## config.mk

```make
export PLATFORM = sky130hd
export DESIGN_NAME = dma16_swap_adapter
export DESIGN_NICKNAME = d
export VERILOG_FILES = /design/src/rtl/dma16_pkg.sv /design/src/rtl/dma16_addr_form.sv /design/src/rtl/dma16_pack.sv /design/src/rtl/dma16_swap_adapter.sv
export SDC_FILE = /design/constraint.sdc
export NUM_CORES = 1
export LEC_CHECK = 0
export BUFFER_PORTS_ARGS = -buffer_cell sky130_fd_sc_hd__buf_2
export CAP_MARGIN = 10
export CORE_AREA = 2 2 253 255
export DETAILED_ROUTE_END_ITERATION = 7
export DIE_AREA = 0 0 255 257
export PLACE_DENSITY = 0.75
export SLEW_MARGIN = 40
export SYNTH_ARGS = -nofsm -noshare
export SYNTH_HDL_FRONTEND = slang
export SYNTH_SLANG_ARGS = --single-unit
```

## constraint.sdc

```tcl
create_clock -name clk -period 10.6 [get_ports clk]
set_input_delay 0.53 -clock clk [delete_from_list [all_inputs] [get_ports clk]]
set_output_delay 0.53 -clock clk [all_outputs]
set_load 0.02 [all_outputs]
```

## src/rtl/dma16_pkg.sv

```systemverilog
package dma16_pkg;
  typedef enum logic [1:0] {
    ST_IDLE = 2'd0,
    ST_FILL = 2'd1,
    ST_SEND = 2'd2
  } dma16_state_e;
endpackage

```

## src/rtl/dma16_addr_form.sv

```systemverilog
module dma16_addr_form #(
  parameter int ADDR_W = 32,
  parameter int LEN_W  = 16
) (
  input  logic [ADDR_W-1:0] raw_addr,
  input  logic [ADDR_W-1:0] base,
  input  logic [LEN_W-1:0]  raw_len,
  input  logic              bypass,
  output logic [ADDR_W-1:0] eff_addr,
  output logic [LEN_W-1:0]  eff_len
);
  logic [ADDR_W-1:0] joined;

  always_comb begin
    joined = raw_addr | base;
    if (bypass) begin
      eff_addr = joined;
      eff_len  = raw_len;
    end else begin
      eff_addr = {joined[ADDR_W-1:1], 1'b0};
      eff_len  = {raw_len[LEN_W-1:1], 1'b0};
    end
  end
endmodule

```

## src/rtl/dma16_pack.sv

```systemverilog
module dma16_pack #(
  parameter int BURST_BYTES = 64,
  localparam int HW_PER = BURST_BYTES / 2,
  localparam int IDX_W  = $clog2(HW_PER + 1),
  localparam int BL_W   = $clog2(BURST_BYTES + 1)
) (
  input  logic                     clk,
  input  logic                     rst_n,
  input  logic                     clr,
  input  logic                     wr_en,
  input  logic [IDX_W-1:0]         wr_idx,
  input  logic [15:0]              wr_data,
  input  logic                     swap,
  input  logic [BL_W-1:0]          keep_len,
  output logic [BURST_BYTES*8-1:0] out_data
);
  logic [15:0] lane_word;

  always_comb begin
    lane_word = swap ? {wr_data[7:0], wr_data[15:8]} : wr_data;
  end

  for (genvar g = 0; g < HW_PER; g++) begin : g_slot
    logic [15:0] slot_q;
    logic [15:0] slot_d;
    logic        slot_en;

    always_comb begin
      slot_en = clr || (wr_en && (wr_idx == IDX_W'(g)));
      slot_d  = clr ? 16'h0000 : lane_word;
    end

    always_ff @(posedge clk or negedge rst_n) begin
      if (!rst_n)       slot_q <= 16'h0000;
      else if (slot_en) slot_q <= slot_d;
    end

    always_comb begin
      out_data[16*g +: 8]     = (BL_W'(2*g)     < keep_len) ? slot_q[7:0]  : 8'h00;
      out_data[16*g + 8 +: 8] = (BL_W'(2*g + 1) < keep_len) ? slot_q[15:8] : 8'h00;
    end
  end
endmodule

```

## src/rtl/dma16_swap_adapter.sv

```systemverilog
module dma16_swap_adapter #(
  parameter int ADDR_W      = 32,
  parameter int LEN_W       = 16,
  parameter int BURST_BYTES = 64
) (
  input  logic                               clk,
  input  logic                               rst_n,
  input  logic [ADDR_W-1:0]                  hi_base,
  input  logic                               cmd_valid,
  output logic                               cmd_ready,
  input  logic [ADDR_W-1:0]                  cmd_addr,
  input  logic [LEN_W-1:0]                   cmd_len,
  input  logic                               cmd_bypass,
  input  logic                               in_valid,
  output logic                               in_ready,
  input  logic [15:0]                        in_data,
  output logic                               mem_valid,
  input  logic                               mem_ready,
  output logic [ADDR_W-1:0]                  mem_addr,
  output logic [$clog2(BURST_BYTES+1)-1:0]   mem_len,
  output logic [BURST_BYTES*8-1:0]           mem_data,
  output logic                               done
);
  import dma16_pkg::*;

  localparam int HW_PER = BURST_BYTES / 2;
  localparam int IDX_W  = $clog2(HW_PER + 1);
  localparam int BL_W   = $clog2(BURST_BYTES + 1);

  dma16_state_e      state_q, state_d;
  logic [ADDR_W-1:0] addr_q, addr_d;
  logic [LEN_W-1:0]  rem_q, rem_d;
  logic              byp_q, byp_d;
  logic [IDX_W-1:0]  idx_q, idx_d;
  logic              done_q, done_d;

  logic [ADDR_W-1:0] eff_addr;
  logic [LEN_W-1:0]  eff_len;
  logic [BL_W-1:0]   chunk_len;
  logic [BL_W:0]     chunk_round;
  logic [IDX_W-1:0]  need_hw;
  logic              last_chunk;
  logic              pack_clr, pack_wr;

  dma16_addr_form #(.ADDR_W(ADDR_W), .LEN_W(LEN_W)) u_addr (
    .raw_addr (cmd_addr),
    .base     (hi_base),
    .raw_len  (cmd_len),
    .bypass   (cmd_bypass),
    .eff_addr (eff_addr),
    .eff_len  (eff_len)
  );

  dma16_pack #(.BURST_BYTES(BURST_BYTES)) u_pack (
    .clk      (clk),
    .rst_n    (rst_n),
    .clr      (pack_clr),
    .wr_en    (pack_wr),
    .wr_idx   (idx_q),
    .wr_data  (in_data),
    .swap     (!byp_q),
    .keep_len (chunk_len),
    .out_data (mem_data)
  );

  // burst sizing from the remaining count
  always_comb begin
    chunk_len   = (rem_q >= LEN_W'(BURST_BYTES)) ? BL_W'(BURST_BYTES) : BL_W'(rem_q);
    chunk_round = {1'b0, chunk_len} + 1'b1;
    need_hw     = IDX_W'(chunk_round >> 1);
    last_chunk  = (rem_q == LEN_W'(chunk_len));
  end

  // next-state logic
  always_comb begin
    state_d  = state_q;
    addr_d   = addr_q;
    rem_d    = rem_q;
    byp_d    = byp_q;
    idx_d    = idx_q;
    done_d   = 1'b0;
    pack_clr = 1'b0;
    pack_wr  = 1'b0;
    unique case (state_q)
      ST_IDLE: begin
        if (cmd_valid) begin
          if (eff_len == '0) begin
            done_d = 1'b1;
          end else begin
            state_d = ST_FILL;
            addr_d  = eff_addr;
            rem_d   = eff_len;
            byp_d   = cmd_bypass;
            idx_d   = '0;
          end
        end
      end
      ST_FILL: begin
        if (in_valid) begin
          pack_wr = 1'b1;
          idx_d   = idx_q + 1'b1;
          if ((idx_q + 1'b1) == need_hw) state_d = ST_SEND;
        end
      end
      ST_SEND: begin
        if (mem_ready) begin
          addr_d   = addr_q + ADDR_W'(chunk_len);
          rem_d    = rem_q - LEN_W'(chunk_len);
          idx_d    = '0;
          pack_clr = 1'b1;
          if (last_chunk) begin
            state_d = ST_IDLE;
            done_d  = 1'b1;
          end else begin
            state_d = ST_FILL;
          end
        end
      end
      default: state_d = ST_IDLE;
    endcase
  end

  // registers
  always_ff @(posedge clk or negedge rst_n) begin
    if (!rst_n) begin
      state_q <= ST_IDLE;
      addr_q  <= '0;
      rem_q   <= '0;
      byp_q   <= 1'b0;
      idx_q   <= '0;
      done_q  <= 1'b0;
    end else begin
      state_q <= state_d;
      addr_q  <= addr_d;
      rem_q   <= rem_d;
      byp_q   <= byp_d;
      idx_q   <= idx_d;
      done_q  <= done_d;
    end
  end

  always_comb begin
    cmd_ready = (state_q == ST_IDLE);
    in_ready  = (state_q == ST_FILL);
    mem_valid = (state_q == ST_SEND);
    mem_addr  = addr_q;
    mem_len   = chunk_len;
    done      = done_q;
  end

  assert_hold_R6: assert property (@(posedge clk) disable iff (!rst_n)
    mem_valid && !mem_ready |=> mem_valid && $stable(mem_addr) && $stable(mem_len) && $stable(mem_data));

  assert_burst_bound_R5: assert property (@(posedge clk) disable iff (!rst_n)
    mem_valid |-> (mem_len != '0) && (mem_len <= BL_W'(BURST_BYTES)));

  assert_even_align_R3: assert property (@(posedge clk) disable iff (!rst_n)
    mem_valid && !byp_q |-> !mem_addr[0] && !mem_len[0]);

  assert_done_source_R8: assert property (@(posedge clk) disable iff (!rst_n)
    done |-> $past(cmd_valid && cmd_ready) || $past(mem_valid && mem_ready));

  assert_no_overlap_R9: assert property (@(posedge clk) disable iff (!rst_n)
    in_ready |-> !mem_valid && !cmd_ready);
endmodule

```

## Yosys cells after proc, flatten, opt, wreduce, memory -nomap -nowiden

Cells that the tools add are included.

- Div/mod/pow operators: 0
- Shift-type cells: 0
- Add/subtract/negate cells: 4
- Eq/ne operators: 40
- Multiplexer cells: 98
- Magnitude comparators: 65
- Bitwise logic cells: 2
- Multipliers: 0
- Reduce and logical (&&, ||, !) cells: 73

Operators by type and width:

| cell | number |
|---|---|
| $mux W8 | 64 |
| $lt A6 B7 Y1 const A | 32 |
| $lt A5 B7 Y1 const A | 16 |
| $eq A6 B5 Y1 const B | 16 |
| $mux W32 | 3 |
| $mux W16 | 5 |
| $pmux W32 S2 | 1 |
| $lt A4 B7 Y1 const A | 8 |
| $eq A6 B4 Y1 const B | 8 |
| $add A32 B7 Y32 | 1 |
| $logic_and A1 B1 Y1 | 32 |
| $logic_or A1 B1 Y1 | 32 |
| $or A32 B32 Y32 | 1 |
| $pmux W16 S2 | 1 |
| $lt A3 B7 Y1 const A | 4 |
| $eq A6 B3 Y1 const B | 4 |
| $mux W6 | 4 |
| $pmux W6 S3 | 1 |
| $eq A16 B7 Y1 | 1 |
| $ge A16 B7 Y1 const B | 1 |
| $logic_not A16 Y1 | 1 |
| $sub A16 B7 Y16 | 1 |
| $lt A1 B7 Y1 const A | 2 |
| $lt A2 B7 Y1 const A | 2 |
| other kinds (22) | 41 |

- Bits in writable memories: 0
- Bits in latches: 0
- Output and inout bits: 555
- Bits of input ports: 102
- Memories: 0
- Flip-flop bits (word level): 570
- ROM bits: 0

## Longest topological paths before layout

Gate-level depths: netlist (run 1).

- Depth after elaboration: 7
- Gate-level depth with buffers: 17
- Gate-level depth less buffers: 13

## Modules after synthesis

A second synthesis (run 1) with hierarchy kept.

- Cells, all modules: 3057
- Area, all modules: 31617.8 um2

Modules (own cells, without submodules):

| module | area an instance (um2) | instances | cells each |
|---|---|---|---|
| dma16_pack | 26973.4 | 1 | 2482 |
| dma16_swap_adapter | 4324.1 | 1 | 527 |
| dma16_addr_form | 320.3 | 1 | 48 |

## Worst setup path before layout (run 1)

OpenSTA, ideal clock, no wires.

- Path kind: register -> register
- Start: reg rem_q[15]
- End: reg addr_q[30] (netlist: mem_addr[30])
- Path buffers: 3
- Cell stages (with the launch flop): 17
- Slack: 6839 ps
- Clock period less this slack: 3761 ps
- Arrival: 3613 ps
- Required time: 10452 ps
- Cells stage by stage: dfrtp_1 -> or4_4 -> nor3_4 -> buf_4 -> buf_2 -> and2_1 -> ha_1 -> inv_1 -> fa_1 -> nor2b_1 -> o21a_1 -> o21ai_0 -> a21oi_1 -> buf_2 -> nand4_1 -> mux2i_1 -> a21oi_1

- Word-level cells in the longest chain between the ends: 5

Ends and longest elaborated chain:

| item | RTL line | text |
|---|---|---|
| start, declared | dma16_swap_adapter.sv:32 | `logic [LEN_W-1:0] rem_q, rem_d;` |
| start signal, assigned | dma16_swap_adapter.sv:135 | `rem_q <= rem_d;` |
| $ge A16 B7 Y1 | dma16_swap_adapter.sv:68 | `chunk_len = (rem_q >= LEN_W'(BURST_BYTES)) ? BL_W'(BURST_BYTES) : BL_W'(rem_q);` |
| $mux W7 | dma16_swap_adapter.sv:68 |  |
| net mem_len[0] | dma16_swap_adapter.sv:20 | `output logic [$clog2(BURST_BYTES+1)-1:0] mem_len,` |
| $add A32 B7 Y32 | dma16_swap_adapter.sv:107 | `addr_d = addr_q + ADDR_W'(chunk_len);` |
| $mux W32 | dma16_swap_adapter.sv:106 | `if (mem_ready) begin` |
| $pmux W32 S2 | dma16_swap_adapter.sv:84 | `unique case (state_q)` |
| end signal, assigned | dma16_swap_adapter.sv:134 | `addr_q <= addr_d;` |
| end, declared | dma16_swap_adapter.sv:31 | `logic [ADDR_W-1:0] addr_q, addr_d;` |

The timed path passes the listed nets, and every way through them passes these cells. The select of a mux whose other input is x is not followed.
A chain may end at the register's enable or synchronous reset.

## Worst setup path in the final report (run 1)

- Start: reg rem_q[15]
- End: out mem_data[182]

- Word-level cells in the longest chain between the ends: 4

Ends and longest elaborated chain:

| item | RTL line | text |
|---|---|---|
| $ge A16 B7 Y1 | dma16_swap_adapter.sv:68 |  |
| $mux W7 | dma16_swap_adapter.sv:68 |  |
| $lt A5 B7 Y1 | dma16_pack.sv:39 | `out_data[16*g +: 8] = (BL_W'(2*g) < keep_len) ? slot_q[7:0] : 8'h00;` |
| $mux W8 | dma16_pack.sv:39 |  |
| end, declared | dma16_swap_adapter.sv:21 | `output logic [BURST_BYTES*8-1:0] mem_data,` |

No other way between the ends.

==> results.tsv, run 1 <==
metric	value	unit
Final Util	52.9	%
required time worst endpoint	10.07	ns
proportion of synthesized flip-flops having asynchronous set or reset	100	%
critical path type	register to primary output	
met2 Use GR	49.4	%
Cell Area, Placed	0.0312	mm2
clock input transition at the sequential cells of the worst setup and hold paths	0.06	ns
destination of the worst register-to-register timing path	mem_addr[28]	
Fin. Hold Viols	0	
sort of element at the end of the critical path	primary output	
sequential cell area	0.0143	mm2
effective utilization at floorplan	43.2	%
WL per Instance	23.7	um
Leak	16.4	nW
final total negative setup slack	0	ns
vias per cell	5.71	
setup slack of the critical path after layout	5.64	ns
ratio of cells with drive above 1 in the final layout	25.6	%
Max Root-Sink Buffers	3	
FF-to-FF setup slack	6.44	ns
worst path cell trace	or4_4 -> nor3_4 -> buf_4 -> inv_2 -> nor2_4 -> o21ai_1 -> and2_1 -> buf_2	
warning count from the yosys run	0	
cell total after placement	4238	
Slew Viols, Final	0	
setup repair after global routing missed its margin	false	
initial antenna violation count	6	
nets in the synthesized netlist	3082	
commonest non-fill, non-tap cell in the layout	buf_2	
per-instance average area after synthesis	9.14	um2
remaining number of nets flagged by the antenna check after routing	0	
post-placement setup slack	6.30	ns
sequential area share after synthesis	52.6	%
met3 track utilization from global routing	6.31	%
Crit Reg-Reg Startpoint	rem_q[15]	
clock root buffer	clkbuf_16	
final weighted congestion of routability-driven global placement	0.885	
commonest cells after routing, fill and taps aside	buf_2, o21ai_0, dfrtp_1	
maximum clock rate	202	MHz
largest driver fanout on the critical path	40	
starting DRC count in detailed routing	2408	
wire length after detailed routing	103000	um
Cell variety after synth	66	
post-synthesis instance total	2966	
total vias in the final route	24864	
top_reg_cell synth	dfrtp_1	
Skew-Pair Late Insertion Delay	0.62	ns
hold path endpoint	mem_addr[20]	
number of enable flip-flop cells after synthesis	0	
IO buf count	656	
worst endpoint data arrival time	4.43	ns
largest clock skew in the final design	0.0154	ns
worst-margin pin slew	0.884	ns
maximum resistive drop on vdd	0.179	mV
worst reg-to-reg path cell count	14	
total CTS buffers	60	
final-report setup violation count	0	
critical path's largest stage delay	0.75	ns
count of nets after finishing	3572	
first-pass GRT wire length	151000	um
Die Ht	257	um
area occupied by multi-input gates	0.0121	mm2
FF+latch count, synth	570	
clock tree from TritonCTS	built	
drt pass-1 iters	6	
Clock Sink Count	570	
global-route usage over all layers	30.8	%
synthesized cell area	0.0271	mm2
width of the die	255	um
number of standard-cell rows in the floorplan	92	
core outline area	0.0627	mm2
start point of the worst hold path	cmd_addr[20]	
largest net degree at the start of global routing	162	
buffer count from post-CTS setup fixing	0	
Top Ports	657	
type of element launching the critical path	register	
min cycle time layout	4.96	ns
grt total ovfl	0	
tightest slew margin relative to the limit	41.0	%
vias in the first global route	23372	
highest-delay cell along the critical path	nor2_4	
detailed placer's ending HPWL	67300	um
PwrDens	298	mW/mm2
Min-Delay Path Depth	2	
synthesis-to-layout area growth	22.5	%
post-route DRC violation count	0	
final instance area	0.0332	mm2
global routing met1 resource utilization	40.1	%
total number of H-tree levels	2	
status	finished clean	
crit path launch	rem_q[15]	
Max-cap violations	0	
layer carrying the most global-route usage	met2	
path type of the worst min-delay path	primary input to register	
final cycle utilization of the critical path	46.8	%
Fillers	5813	
full die area	0.0655	mm2
non-filler instance count after layout	4355	
[synthesized netlist by cell type, types with 5 or more instances]
master,number,area (um2)
a21oi_1,60,300
a22o_1,5,43.8
a311oi_1,5,43.8
a31oi_1,15,93.8
and2_1,352,2200
and2b_1,23,173
and3_1,8,50.1
buf_1,42,158
buf_2,12,60.1
clkbuf_1,204,766
dfrtp_1,570,14300
ha_1,13,163
inv_1,21,78.8
mux2_2,18,203
nand2_1,87,327
nand3_1,562,2810
nand4_1,9,56.3
nor2_1,57,214
nor2b_1,151,945
nor3_1,21,105
o21a_1,11,82.6
o21ai_0,585,2930
o21ai_1,16,80.1
o22ai_1,10,62.6
o2bb2ai_1,5,43.8
o31a_1,6,52.6
or3_1,6,37.5
or4_1,6,45.0
xnor2_1,8,70.1
[layout make-up]
type	count	share of cell area [%]
clock buffer	81	5.16
timing repair buffer	692	11.2
clock inverter	30	0.901
antenna	4	0.0301
tap	846	3.19
sequential	570	43.0
inverter	22	0.249
multi-input combinational	2110	36.4
[worst max-delay path by stage]
stage	cells after the start	endpoint
after CTS	8	mem_data[182]
after floorplan	16	mem_addr[30]
final	8	mem_data[182]
after global routing	8	mem_data[182]
after global placement	8	mem_data[172]
after detailed placement	8	mem_data[183]
[stage by stage]
| step | hold slack, ns | total power, mW |
|---|---|---|
| floorplan | 0.234 | 5.94 |
| global placement | 0.472 | 7.57 |
| detailed placement | 0.482 | 7.72 |
| CTS | 0.139 | 9.88 |
| global route | 0.157 | 10.4 |
| finish | 0.169 | 9.89 |
[what timing repair did]
| action | CTS | global route |
|---|---|---|
| resized for setup | 0 | 0 |
| hold buffers | 1 | 0 |
| hold endpoints to repair | 67 | 0 |
[kinds of logic after synthesis]
group	Yosys count	synth area share, %
compound gates	763	15.2
mux	20	0.822
other cells	1	0.0138
flops	570	52.6
buf+inv	286	4.08
fa+ha+maj	14	0.674
xor+xnor	12	0.388
simple gates	1300	26.2
[metal layers]
layer	routed length, um	part of all wire [%]	vias to the layer above
met5	0	0	-
met4	4940	4.8	0
met3	8540	8.3	264
met2	48700	47	1172
met1	41200	40	12157
li1	-	-	11271
[where the power goes]
part / switching, mW / internal, mW
registers: 0.518 / 2.96
clock network: 0.909 / 1.25
logic: 2.86 / 1.38
[worst max-delay path, delay by kind of cell (launching register included)]
family                 cells  cell delay, ns
and+or+nand+nor            4            1.83
buffers and inverters      3            0.97
DFF                        1            0.41
AOI/OAI and AO/OA          1            0.54
[sequential cells by signal, indices dropped and copies added, names as in the netlist]
register,cells
u_pack.g_slot.slot_q,512
done,1
rem_q,16
idx_q,6
state_q,2
mem_addr,32
byp_q,1
Note: power is estimated with default switching activity, not from simulation.
==> inputs of run 2 (changes only) <==
- PLACE_DENSITY: 0.75 -> 0.77
- clock period: 10.6 -> 4.45 ns (I/O delays scaled with it)
==> run 2 against run 1 <==
Clock power is 130% higher. Via count is 2.4% higher. Critical endpoint is now mem_data[400]. Highest routed layer unchanged. Sequential power is 140% higher. Worst setup slack worse by 5.5 ns. Non-clock buffer count is 103 higher. First-iteration DRC count is 12% higher. Power is 140% higher. Sequential cell count stayed put. Utilization is 1.1 points higher.
==> results.tsv, run 2 (same netlist as run 1, synthesis figures left out) <==
metric	value	unit
status	finished clean	
critical path type	register to primary output	
detailed placer's ending HPWL	69200	um
worst reg-to-reg path cell count	15	
grt total ovfl	0	
destination of the worst register-to-register timing path	mem_addr[20]	
total vias in the final route	25449	
final total negative setup slack	0	ns
maximum clock rate	232	MHz
clock tree from TritonCTS	built	
Slew Viols, Final	0	
starting DRC count in detailed routing	2707	
largest driver fanout on the critical path	34	
capturing element of the worst setup path	mem_data[400]	
Largest register FFs	512	
vias in the first global route	24316	
min cycle time layout	4.31	ns
number of standard-cell rows in the floorplan	92	
remaining number of nets flagged by the antenna check after routing	0	
final weighted congestion of routability-driven global placement	0.882	
Clock Sink Count	570	
commonest cells after routing, fill and taps aside	buf_2, o21ai_0, dfrtp_1	
wire length after detailed routing	105000	um
width of the die	255	um
FF-to-FF setup slack	0.26	ns
worst path cell trace	or4_4 -> nor3_4 -> inv_2 -> nor2_1 -> nor2_1 -> o21ai_1 -> and2_1 -> buf_2	
largest reg by FF count	u_pack.g_slot.slot_q	
Skew-Pair Late Insertion Delay	0.64	ns
worst endpoint data arrival time	4.09	ns
Leak	16.9	nW
overall power	23.5	mW
ratio of cells with drive above 1 in the final layout	25.0	%
type of element launching the critical path	register	
largest clock skew in the final design	0.0294	ns
commonest non-fill, non-tap cell in the layout	buf_2	
full die area	0.0655	mm2
synthesis-to-layout area growth	25.1	%
core outline area	0.0627	mm2
worst-margin pin slew	0.898	ns
Die Ht	257	um
total CTS buffers	61	
IO buf count	656	
buffer count from post-CTS setup fixing	0	
required time worst endpoint	4.23	ns
post-route DRC violation count	0	
global-route usage over all layers	31.4	%
setup repair after global routing missed its margin	false	
maximum resistive drop on vdd	0.412	mV
drt pass-1 iters	6	
Max-cap violations	0	
Max Root-Sink Buffers	3	
sort of element at the end of the critical path	primary output	
most frequent cell on the critical path	nor2_1	
first-pass GRT wire length	154000	um
effective utilization at floorplan	43.2	%
clock root buffer	clkbuf_16	
largest net degree at the start of global routing	125	
highest-delay cell along the critical path	o21ai_1	
crit path launch	rem_q[15]	
count of nets after finishing	3676	
final cycle utilization of the critical path	96.9	%
path type of the worst min-delay path	primary input to register	
total number of H-tree levels	2	
clock input transition at the sequential cells of the worst setup and hold paths	0.06	ns
tightest slew margin relative to the limit	39.9	%
final-report setup violation count	0	
vias per cell	5.71	
Top Ports	657	
final instance area	0.0339	mm2
PwrDens	693	mW/mm2
Fin. Hold Viols	0	
WL per Instance	23.6	um
critical path's largest stage delay	0.66	ns
Crit Reg-Reg Startpoint	rem_q[15]	
initial antenna violation count	9	
Cell Area, Placed	0.0312	mm2
run 2: per-layer routing:
metal | wire length (um) | part of all wire [%] | GRT usage, %
met1 | 42300 | 40 | 41.5
met2 | 49600 | 47 | 50.1
met3 | 7900 | 7.5 | 5.11
met4 | 5310 | 5.1 | 15.5
met5 | 0 | 0 | 0
run 2: worst max-delay path, delay by kind of cell, from the launching register on:
family | cells | cell delay [ns]
AO/OA/AOI/OAI | 1 | 0.66
flip-flops | 1 | 0.40
AND/OR/NAND/NOR | 5 | 1.80
buffers and inverters | 2 | 0.58
run 2: worst min path at each step:
stage,from,end,cells past startpoint
4_1_cts,hi_base[13],mem_addr[13],5
5_1_grt,cmd_addr[2],mem_addr[2],4
2_1_floorplan,rst_n,byp_q,0
3_3_place_gp,rst_n,u_pack.g_slot[6].slot_q[7],1
6_report,cmd_addr[2],mem_addr[2],4
3_5_place_dp,rst_n,u_pack.g_slot[6].slot_q[7],1
run 2: timing repair:
action | CTS | global route
setup endpoints to repair | 0 | 15
resized for setup | 0 | 2
endpoints found under the hold margin | 137 | 0
hold buffers | 65 | 0
run 2: cell type report:
| type | count | area (um2) |
|---|---|---|
| Inverter | 22 | 82.6 |
| Clock inverter | 21 | 241 |
| Timing Repair Buffer | 795 | 4610 |
| Antenna cell | 5 | 12.5 |
| Clock buffer | 85 | 1710 |
| Tap cell | 846 | 1060 |
| Sequential cell | 570 | 14300 |
| Multi-Input combinational cell | 2110 | 11900 |
| Fill cell | 5625 | 28800 |
run 2: metrics by stage:
stage / hold WS [ns] / cells / setup WS, ns / utilization, %
after CTS: 0.00118 / 4448 / 0.0890 / 54.0
after global placement: 0.352 / 4275 / 0.813 / 49.6
after floorplan: -0.0731 / 2966 / 0.689 / -
final: 0.0235 / 4454 / 0.137 / 54.0
after detailed placement: 0.355 / 4277 / 0.673 / 49.8
after global routing: 0.0348 / 4453 / 0.00110 / 54.0
run 2: power breakdown:
| group | total, mW | switching, mW | internal (mW) |
|---|---|---|---|
| Clock | 5.05 | 2.15 | 2.90 |
| Combinational | 10.1 | 6.73 | 3.38 |
| Sequential | 8.36 | 1.29 | 7.06 |
